`config.mk`:
```
export PLATFORM = sky130hd
export DESIGN_NAME = sync_serial_port
export DESIGN_NICKNAME = d
export VERILOG_FILES = /design/src/rtl/ssp_pkg.sv /design/src/rtl/ssp_clkgen.sv /design/src/rtl/ssp_shifter.sv /design/src/rtl/sync_serial_port.sv
export SDC_FILE = /design/constraint.sdc
export NUM_CORES = 1
export LEC_CHECK = 0
export BUFFER_PORTS_ARGS = -buffer_cell sky130_fd_sc_hd__buf_2
export CAP_MARGIN = 20
export CORE_MARGIN = 2
export CORE_UTILIZATION = 25
export CTS_BUF_LIST = sky130_fd_sc_hd__clkbuf_16
export CTS_CLUSTER_DIAMETER = 200
export DETAILED_ROUTE_END_ITERATION = 10
export GPL_TIMING_DRIVEN = 0
export PLACE_DENSITY = 0.47
export SKIP_LAST_GASP = 1
export SLEW_MARGIN = 0
export SYNTH_ARGS = -nofsm -noshare
export SYNTH_HDL_FRONTEND = slang
export SYNTH_SLANG_ARGS = --single-unit
```
`constraint.sdc`:
```
create_clock -name clk -period 3.5 [get_ports clk]
set_input_delay 0.525 -clock clk [delete_from_list [all_inputs] [get_ports clk]]
set_output_delay 0.525 -clock clk [all_outputs]
set_load 0.005 [all_outputs]
```
`src/rtl/ssp_pkg.sv`:
```
`timescale 1ns/1ps
package ssp_pkg;
   typedef enum logic [1:0] {
      SRC_DIV_A  = 2'd0,
      SRC_DIV_B  = 2'd1,
      SRC_DIV_C  = 2'd2,
      SRC_DIV_C2 = 2'd3
   } src_sel_e;

   typedef struct packed {
      src_sel_e src;
      logic     txirq_end;
      logic     cts_en;
      logic     pol;
      logic     ext_clk;
      logic     rx_en;
      logic     tx_en;
   } ctrl_t;

   localparam logic [1:0] A_STAT = 2'd0;
   localparam logic [1:0] A_RXD  = 2'd1;
   localparam logic [1:0] A_CTRL = 2'd2;
   localparam logic [1:0] A_DIV  = 2'd3;
endpackage

```
`src/rtl/ssp_clkgen.sv`:
```
`timescale 1ns/1ps
module ssp_clkgen
   import ssp_pkg::*;
#(
   parameter int DIV_W       = 8,
   parameter int PRE_A       = 1,
   parameter int PRE_B       = 8,
   parameter int PRE_C       = 32,
   parameter int SYNC_STAGES = 2
) (
   input  logic             clk,
   input  logic             rst_n,
   input  logic             active,
   input  logic             ext_sel,
   input  logic             pol,
   input  src_sel_e         src_sel,
   input  logic [DIV_W-1:0] reload,
   input  logic             ext_clk_in,
   output logic             lead,
   output logic             trail,
   output logic             line_out,
   output logic             ext_idle
);
   localparam int PRE_W = $clog2(PRE_C + 1);

   if (PRE_A < 1 || PRE_B < PRE_A || PRE_C < PRE_B) begin : g_bad_pre
      $error("ssp_clkgen: prescale factors must be ascending and >= 1");
   end
   if (SYNC_STAGES < 2) begin : g_bad_sync
      $error("ssp_clkgen: at least two synchroniser stages required");
   end

   logic idle_lvl;
   assign idle_lvl = ~pol;

   // external clock synchroniser chain
   logic sync_q [SYNC_STAGES];
   for (genvar i = 0; i < SYNC_STAGES; i++) begin : g_sync
      if (i == 0) begin : g_first
         always_ff @(posedge clk or negedge rst_n)
            if (!rst_n) sync_q[i] <= 1'b1;
            else        sync_q[i] <= ext_clk_in;
      end else begin : g_next
         always_ff @(posedge clk or negedge rst_n)
            if (!rst_n) sync_q[i] <= 1'b1;
            else        sync_q[i] <= sync_q[i-1];
      end
   end

   logic ext_now, ext_prev, ext_act_now, ext_act_prev;
   assign ext_now = sync_q[SYNC_STAGES-1];
   always_ff @(posedge clk or negedge rst_n)
      if (!rst_n) ext_prev <= 1'b1;
      else        ext_prev <= ext_now;
   assign ext_act_now  = (ext_now  != idle_lvl);
   assign ext_act_prev = (ext_prev != idle_lvl);
   assign ext_idle     = ~ext_act_now;

   // internal prescaler and reload divider
   logic [PRE_W-1:0] pre_cnt, pre_lim;
   logic [DIV_W-1:0] div_cnt;
   logic             phase, pre_tick, tog_int, run_int;

   always_comb begin
      case (src_sel)
         SRC_DIV_A: pre_lim = PRE_W'(PRE_A - 1);
         SRC_DIV_B: pre_lim = PRE_W'(PRE_B - 1);
         default:   pre_lim = PRE_W'(PRE_C - 1);
      endcase
   end

   assign run_int  = active & ~ext_sel;
   assign pre_tick = (pre_cnt == pre_lim);
   assign tog_int  = run_int & pre_tick & (div_cnt == '0);

   always_ff @(posedge clk or negedge rst_n) begin
      if (!rst_n) begin
         pre_cnt <= '0;
         div_cnt <= '0;
         phase   <= 1'b0;
      end else if (!run_int) begin
         pre_cnt <= '0;
         div_cnt <= reload;
         phase   <= 1'b0;
      end else begin
         pre_cnt <= pre_tick ? '0 : pre_cnt + 1'b1;
         if (pre_tick) div_cnt <= (div_cnt == '0) ? reload : div_cnt - 1'b1;
         if (tog_int)  phase <= ~phase;
      end
   end

   always_comb begin
      lead  = 1'b0;
      trail = 1'b0;
      if (active) begin
         if (ext_sel) begin
            lead  = ext_act_now & ~ext_act_prev;
            trail = ~ext_act_now & ext_act_prev;
         end else begin
            lead  = tog_int & ~phase;
            trail = tog_int & phase;
         end
      end
   end

   assign line_out = ext_sel ? idle_lvl : (phase ^ idle_lvl);

   AST_IDLE_LINE: assert property (@(posedge clk) disable iff (!rst_n)
      (!active && !ext_sel) |-> (line_out == ~pol));
   AST_EDGE_EXCL: assert property (@(posedge clk) disable iff (!rst_n)
      (active && ext_sel && lead) |=> !lead);
endmodule

```
`src/rtl/ssp_shifter.sv`:
```
`timescale 1ns/1ps
module ssp_shifter #(
   parameter int DATA_W = 8
) (
   input  logic              clk,
   input  logic              rst_n,
   input  logic              start,
   input  logic [DATA_W-1:0] load_data,
   input  logic              lead,
   input  logic              trail,
   input  logic              ser_in,
   output logic              ser_out,
   output logic              busy,
   output logic              done,
   output logic [DATA_W-1:0] rx_word
);
   localparam int CNT_W = $clog2(DATA_W + 1);

   logic [DATA_W-1:0] tx_sr, rx_sr;
   logic [CNT_W-1:0]  bit_cnt;

   always_ff @(posedge clk or negedge rst_n) begin
      if (!rst_n) begin
         tx_sr   <= '0;
         rx_sr   <= '0;
         bit_cnt <= '0;
         busy    <= 1'b0;
         done    <= 1'b0;
         ser_out <= 1'b1;
      end else begin
         done <= 1'b0;
         if (start && !busy) begin
            tx_sr   <= load_data;
            bit_cnt <= '0;
            busy    <= 1'b1;
         end else if (busy) begin
            if (lead) begin
               ser_out <= tx_sr[0];
               tx_sr   <= tx_sr >> 1;
            end
            if (trail) begin
               rx_sr   <= {ser_in, rx_sr[DATA_W-1:1]};
               bit_cnt <= bit_cnt + 1'b1;
               if (bit_cnt == CNT_W'(DATA_W - 1)) begin
                  busy <= 1'b0;
                  done <= 1'b1;
               end
            end
         end
      end
   end

   assign rx_word = rx_sr;

   AST_CNT_BOUND: assert property (@(posedge clk) disable iff (!rst_n)
      bit_cnt <= CNT_W'(DATA_W));
   AST_DONE_ENDS: assert property (@(posedge clk) disable iff (!rst_n)
      done |-> (!busy && $past(busy)));
endmodule

```
`src/rtl/sync_serial_port.sv`:
```
`timescale 1ns/1ps
module sync_serial_port
   import ssp_pkg::*;
#(
   parameter int DATA_W      = 8,
   parameter int DIV_W       = 8,
   parameter int PRE_A       = 1,
   parameter int PRE_B       = 8,
   parameter int PRE_C       = 32,
   parameter int SYNC_STAGES = 2
) (
   input  logic       clk,
   input  logic       rst_n,
   input  logic       bus_wr,
   input  logic       bus_rd,
   input  logic [1:0] bus_addr,
   input  logic [7:0] bus_wdata,
   output logic [7:0] bus_rdata,
   input  logic       sclk_in,
   output logic       sclk_out,
   input  logic       sd_in,
   output logic       sd_out,
   input  logic       cts_n,
   output logic       irq_tx,
   output logic       irq_rx,
   output logic       overrun
);
   localparam int BUS_W = 8;

   if (DATA_W < 2 || DATA_W > BUS_W) begin : g_bad_data
      $error("sync_serial_port: DATA_W must lie in 2..8");
   end
   if (DIV_W < 1 || DIV_W > BUS_W) begin : g_bad_div
      $error("sync_serial_port: DIV_W must lie in 1..8");
   end

   ctrl_t             ctrl;
   logic [DIV_W-1:0]  reload;
   logic [DATA_W-1:0] tx_buf, rx_buf, rx_word;
   logic              tx_empty, rx_full, ovr, rx_on;
   logic              busy, done, lead, trail, ext_idle, start, rd_clr;

   assign start = ctrl.tx_en & ~tx_empty & ~busy
                & (~ctrl.cts_en | ~cts_n)
                & (~ctrl.ext_clk | ext_idle);
   assign rd_clr = bus_rd & (bus_addr == A_RXD);

   always_ff @(posedge clk or negedge rst_n) begin
      if (!rst_n) begin
         ctrl     <= ctrl_t'(8'h00);
         reload   <= '0;
         tx_buf   <= '0;
         tx_empty <= 1'b1;
         rx_buf   <= '0;
         rx_full  <= 1'b0;
         ovr      <= 1'b0;
         rx_on    <= 1'b0;
         irq_tx   <= 1'b0;
         irq_rx   <= 1'b0;
      end else begin
         irq_rx <= 1'b0;
         irq_tx <= (start & ~ctrl.txirq_end) | (done & ctrl.txirq_end);
         if (start) begin
            tx_empty <= 1'b1;
            rx_on    <= ctrl.rx_en;
         end
         if (bus_wr) begin
            case (bus_addr)
               A_STAT: begin
                  tx_buf   <= bus_wdata[DATA_W-1:0];
                  tx_empty <= 1'b0;
               end
               A_CTRL:  ctrl   <= ctrl_t'(bus_wdata);
               A_DIV:   reload <= bus_wdata[DIV_W-1:0];
               default: ;
            endcase
         end
         if (rd_clr) begin
            rx_full <= 1'b0;
            ovr     <= 1'b0;
         end
         if (done && rx_on) begin
            rx_buf <= rx_word;
            if (rx_full && !rd_clr) begin
               ovr <= 1'b1;
            end else begin
               rx_full <= 1'b1;
               irq_rx  <= 1'b1;
            end
         end
      end
   end

   always_comb begin
      case (bus_addr)
         A_STAT:  bus_rdata = {4'b0000, ovr, rx_full, busy, tx_empty};
         A_RXD:   bus_rdata = BUS_W'(rx_buf);
         A_CTRL:  bus_rdata = ctrl;
         default: bus_rdata = BUS_W'(reload);
      endcase
   end

   assign overrun = ovr;

   ssp_clkgen #(
      .DIV_W(DIV_W), .PRE_A(PRE_A), .PRE_B(PRE_B), .PRE_C(PRE_C),
      .SYNC_STAGES(SYNC_STAGES)
   ) u_clkgen (
      .clk(clk), .rst_n(rst_n), .active(busy), .ext_sel(ctrl.ext_clk),
      .pol(ctrl.pol), .src_sel(ctrl.src), .reload(reload),
      .ext_clk_in(sclk_in), .lead(lead), .trail(trail),
      .line_out(sclk_out), .ext_idle(ext_idle)
   );

   ssp_shifter #(.DATA_W(DATA_W)) u_shifter (
      .clk(clk), .rst_n(rst_n), .start(start), .load_data(tx_buf),
      .lead(lead), .trail(trail), .ser_in(sd_in), .ser_out(sd_out),
      .busy(busy), .done(done), .rx_word(rx_word)
   );

   AST_START_NEEDS_EN: assert property (@(posedge clk) disable iff (!rst_n)
      $rose(busy) |-> $past(ctrl.tx_en));
   AST_TXIRQ_PULSE: assert property (@(posedge clk) disable iff (!rst_n)
      irq_tx |=> !irq_tx);
   AST_RXFULL_IRQ: assert property (@(posedge clk) disable iff (!rst_n)
      $rose(rx_full) |-> irq_rx);
   AST_OVR_NO_IRQ: assert property (@(posedge clk) disable iff (!rst_n)
      $rose(ovr) |-> !irq_rx);
   AST_READ_CLEARS: assert property (@(posedge clk) disable iff (!rst_n)
      (rd_clr && !done) |=> (!rx_full && !overrun));
endmodule

```
# Word-level counts from Yosys, hierarchy flattened
# Index checks and enable logic that the tools add are counted.
totals:
  inputBits: 17
  elab_cells: 127
  reg_bits: 79
classes:
  n_bitwise: 29
  add_sub_neg: 3
  mux: 39
  eq_ne: 10
  reduce_logical: 18
ops:
  columns: ["op", "count"]
  rows:
  - ["2-to-1 mux 8 bit", 6]
  - ["2-to-1 mux 1 bit", 26]
  - ["one-hot mux 8 bit (3 select lines)", 1]
  - ["bitwise AND 1 bit", 14]
  - ["2-to-1 mux 4 bit", 3]
  - ["2-to-1 mux 6 bit", 2]
  - ["NOT 1 bit", 11]
  - ["one-hot mux 5 bit (2 select lines)", 1]
  - ["AND reduction 2 bit", 5]
  - ["zero test 8 bit", 1]
  - ["subtractor 8 x 1 -> 8 bit (second input constant)", 1]
  - ["adder 6 x 1 -> 6 bit (second input constant)", 1]
  - ["== test 6 bit", 1]
  - ["AND reduction 3 bit", 2]
  - ["nonzero test 2 bit", 3]
  - ["adder 4 x 1 -> 4 bit (second input constant)", 1]
  - ["== test 2 x 1 -> 1 bit (second input constant)", 2]
  - ["== test 2 bit (second input constant)", 2]
  - ["== test 4 x 3 -> 1 bit (second input constant)", 1]
  - ["zero test 2 bit", 2]
  - ["!= test 2 x 1 -> 1 bit (second input constant)", 2]
  - ["logical AND 1 bit", 3]
  - ["bitwise OR 1 bit", 3]
  - ["zero test 1 bit", 2]
  - ["other kinds (2)", 3]

# Depth between registers and ports, before layout
logic_depth:
  depth_word: 11
  depth_mapped: 8
  ltp_nobuf: 7

# Cells and area by module
# A second synthesis with hierarchy kept.
unflattened:
  hier_cells: 305
  area_unflattened_um2: 3832.4
modules_own_cells:
  columns: ["mod", "n_inst", "area_each_um2", "cells_each"]
  rows:
  - ["sync_serial_port", 1, 1634.1, 105]
  - ["ssp_clkgen", 1, 1149.9, 117]
  - ["ssp_shifter", 1, 1048.5, 83]

# Least setup slack after synthesis
# Ideal clock, no wire load.
synth_timing:
  path_kind: "reg-to-reg"
  startpoint: "register u_clkgen.pre_cnt[2]"
  endpoint: "register u_shifter.ser_out"
  n_path_buf: 1
  path_stages_with_launch: 7
  t_arrival_ns: 1.923
  synth_period_minus_slack_ns: 2.006
  slack_ns: 1.494
  setup_time_ns: 0.082
  cell_sequence: "dfrtp_1 or4_1 o22a_2 nor2_2 a21o_1 buf_4 mux2_2"
synth_between:
  elab_chain_cells: 7
synth_lines:
  columns: ["element", "line", "rtl"]
  rows:
  - ["start: declaration", "ssp_clkgen.sv:60", "logic [PRE_W-1:0] pre_cnt, pre_lim;"]
  - ["start signal: assignment", "ssp_clkgen.sv:86", "pre_cnt <= pre_tick ? '0 : pre_cnt + 1'b1;"]
  - ["== test 6 bit", "ssp_clkgen.sv:73", "assign pre_tick = (pre_cnt == pre_lim);"]
  - ["bitwise AND 1 bit (2 in series)", "ssp_clkgen.sv:74", "assign tog_int = run_int & pre_tick & (div_cnt == '0);"]
  - ["bitwise AND 1 bit", "ssp_clkgen.sv:100", "lead = tog_int & ~phase;"]
  - ["2-to-1 mux 1 bit", "ssp_clkgen.sv:96", "if (ext_sel) begin"]
  - ["2-to-1 mux 1 bit", "ssp_clkgen.sv:95", "if (active) begin"]
  - ["AND reduction 3 bit (no line)", null, null]
  - ["end signal: assignment", "ssp_shifter.sv:38", "ser_out <= tx_sr[0];"]
  - ["end: declaration", "ssp_shifter.sv:12", "output logic ser_out,"]
# Every way passes these cells.
# A chain may end at the register's enable or synchronous reset.

# Worst setup path in the final report
layout_timing:
  startpoint: "input port bus_addr[0]"
  endpoint: "output port bus_rdata[7]"
layout_between:
  elab_chain_cells: 2
  word_cells_on_any_way: 4
  classes_between: "eq/ne: 2; mux: 1; reduce/logical: 1"
layout_lines:
  columns: ["element", "line", "rtl"]
  rows:
  - ["start: declaration", "sync_serial_port.sv:16", "input logic [1:0] bus_addr,"]
  - ["== test 2 bit, or another cell as far along", "sync_serial_port.sv:95", "case (bus_addr)"]
  - ["one-hot mux 8 bit (3 select lines) (*)", "sync_serial_port.sv:95", null]
  - ["end: declaration", "sync_serial_port.sv:18", "output logic [7:0] bus_rdata,"]
# Mark *: on every way between the ends. The rest lies on a longest branch, timed or not.

==> results.json <==
{
  "status": "finished clean",
  "num_antenna_cells": 0,
  "initial_core_util": 0.2524,
  "worst_hold_path_type": "in2async",
  "reg2reg_to": "u_shifter.ser_out",
  "routed_wirelength_um": 8410,
  "slowest_delay_ns": 0.51,
  "grt_max_degree": 46,
  "root_buffer": "clkbuf_16",
  "gp_congestion": 0.7584,
  "synth.most_common_cell": "dfrtp_1",
  "path_common_cell": "buf_2",
  "r2r_start": "u_clkgen.div_cnt[0]",
  "numClockSinks": 79,
  "ys.flop_type": "dfrtp_1",
  "grt_pass1_wl_um": 13680,
  "grt_pass1_vias": 2552,
  "ys_types": 49,
  "route.detailed.drc": 0,
  "layout.cells.non_filler": 527,
  "drtIter0Drc": 122,
  "synth_area_leader_cell": "dfrtp_1",
  "die_w_um": 124.4,
  "critPathLaunchType": "primary input",
  "synth_area_per_cell_um2": 12.21,
  "critical-path-top-delay-family": "buffers and inverters",
  "maxSlewHeadroom": 0.4178,
  "rows": 44,
  "period_minus_slack_ns": 2.482,
  "via_per_inst": 4.700,
  "cp.required_ns": 2.97,
  "async_flop_share": 1.000,
  "insertion_delay_ns": 0.34,
  "cts_setup_buffers": 0,
  "rsz0062_at_grt": "no",
  "fin_util": 0.3041,
  "post-dp-hpwl_um": 6059,
  "finalHoldViolCount": 0,
  "grt_overflow": 0,
  "r2r_cells": 8,
  "synth_area_leaders": "dfrtp_1 (51%), mux2_2 (13%), dfstp_2 (3.6%)",
  "synth-seq-cells": 79,
  "drive_above_1_share": 0.3236,
  "fmax_mhz": 402.9,
  "netlist_area_um2": 3626,
  "skew_ns": 0.007907,
  "finalNetCount": 359,
  "cp-end-kind": "output pin",
  "die-area_um2": 15480,
  "syn-instance-count": 297,
  "slew_violations": 0,
  "synth-edff-count": 0,
  "dr.pass1.iters": 4,
  "ant_nets": 0,
  "cap_violations": 0,
  "cts_buffer_depth": 2,
  "synth_common_cells": "dfrtp_1 (74), mux2_2 (43), nand2_1 (22)",
  "antenna_found_initial": 0,
  "power_leakage_nw": 1.972,
  "routedWlPerCell_um": 15.96,
  "tritoncts": "done",
  "setup_tns_ns": 0,
  "ir_drop_v": 0.0002627,
  "setup_violations": 0,
  "place_inst": 511,
  "ctsHoldBuffers": 0,
  "crit_buf_inv": 3,
  "r2r_setup_slack_ns": 1.15,
  "fin_crit_sh": 0.7092,
  "power.density_nw_per_um2": 725.2,
  "post_cts_resized": 0,
  "crit_slowest_cell": "buf_1",
  "grt_usage": 0.1138,
  "vias": 2477,
  "area_growth_syn_to_layout_pct": 20.50,
  "ios": 30,
  "io_buffers": 29,
  "cts_buffers": 9,
  "crit_cells": 5,
  "hold-worst-slack_ns": 0.1463,
  "path_clk_slew_ns": 0.06,
  "path_max_fanout": 10,
  "core-area_um2": 14370,
  "synth_top_area_frac": 0.5107,
  "seq_area_frac_synth": 0.5469,
  "path_cells": "buf_2, buf_1, mux2_2, a22o_1, buf_2",
  "worstPathArrival_ns": 1.96,
  "worstSetupStartpoint": "bus_addr[0]",
  "tightestPinTransition_ns": 0.8695,
  "fillerInstances": 1471,
  "yosysWarnings": 0,
  "die_h_um": 124.4,
  "syn_nets": 318,
  "critPathKind": "in2out",
  "h-tree-depth": 3
}
-- placed cells by master, fill, tap and decap left out, types with 5 or more instances in the layout --
master     Yosys  layout
and2_1         8       8
o21ai_0       10      10
clkbuf_16      0       9
dfstp_2        5       5
nor2_1        21      21
a21oi_1       17      17
mux2_2        43      43
xnor2_1        6       6
dfrtp_1       74      74
inv_1          5       6
buf_2          2      30
nand2_1       22      22
a221o_1        7       7
nand3_1        6       6
-- worst max-delay path by stage --
| stage | to | slack, ns |
|---|---|---|
| after floorplan | u_shifter.ser_out | 1.49 |
| after global placement | bus_rdata[7] | 1.07 |
| after detailed placement | bus_rdata[7] | 1.05 |
| after CTS | bus_rdata[7] | 1.03 |
| after global routing | u_shifter.ser_out | 0.92 |
| final | bus_rdata[7] | 1.02 |
-- routing by layer --
| layer | vias to the layer above | global-route usage | share of wire |
|---|---|---|---|
| li1 | 1156 | - | - |
| met1 | 1265 | 0.1537 | 0.48 |
| met2 | 47 | 0.1810 | 0.48 |
| met3 | 9 | 0.01804 | 0.029 |
| met4 | 0 | 0.04957 | 0.017 |
| met5 | - | 0 | 0 |
-- sequential cells by signal, indices dropped and copies added (netlist names), 4 cells and up --
name	flops
ctrl	8
reload	8
rx_buf	8
tx_buf	8
u_clkgen.div_cnt	8
u_shifter.rx_word	8
u_shifter.tx_sr	8
u_clkgen.pre_cnt	6
u_shifter.bit_cnt	4
-- worst reg2reg max path, cell delays in order (launching register included) --
cell,delay [ns]
dfrtp_1,0.41
inv_1,0.11
ha_1,0.17
nor4b_1,0.35
o211ai_1,0.30
nor2_2,0.27
a21o_1,0.15
buf_4,0.17
mux2_2,0.34
-- power by group --
part / internal (mW) / total (mW) / switching [mW]
clock: 0.693 / 1.07 / 0.373
sequential: 1.16 / 1.37 / 0.209
combinational: 0.355 / 0.730 / 0.375
-- cell families (layout without fill, tap and decap cells) --
logic type | Yosys count | count (layout) | synth area share
XOR/XNOR | 8 | 8 | 0.01932
adder cells (fa/ha/maj) | 4 | 4 | 0.01380
buffers and inverters | 14 | 60 | 0.01622
AND/OR/NAND/NOR | 88 | 88 | 0.1308
multiplexers | 52 | 52 | 0.1749
flip-flops | 79 | 79 | 0.5469
AO/OA/AOI/OAI | 52 | 52 | 0.09800
-- final cells by class --
type	count	area (um2)	area share
sequential	79	1983	0.4539
multi-input combinational	204	1584	0.3625
tap	184	230.2	0.05269
clock buffer	9	225.2	0.05155
timing repair buffer	30	175.2	0.04009
clock inverter	7	112.6	0.02577
buffer	9	40.04	0.009164
inverter	5	18.77	0.004296
-- stage by stage --
step	power, mW	worst slack (ns)	cell area (um2)
3_5_place_dp	2.128	1.049	4031
2_1_floorplan	1.869	1.494	3626
3_3_place_gp	2.103	1.070	4001
6_report	3.169	1.018	4369
5_1_grt	3.369	0.9153	4369
4_1_cts	3.210	1.034	4369
Power figures use the tool's default switching activity.
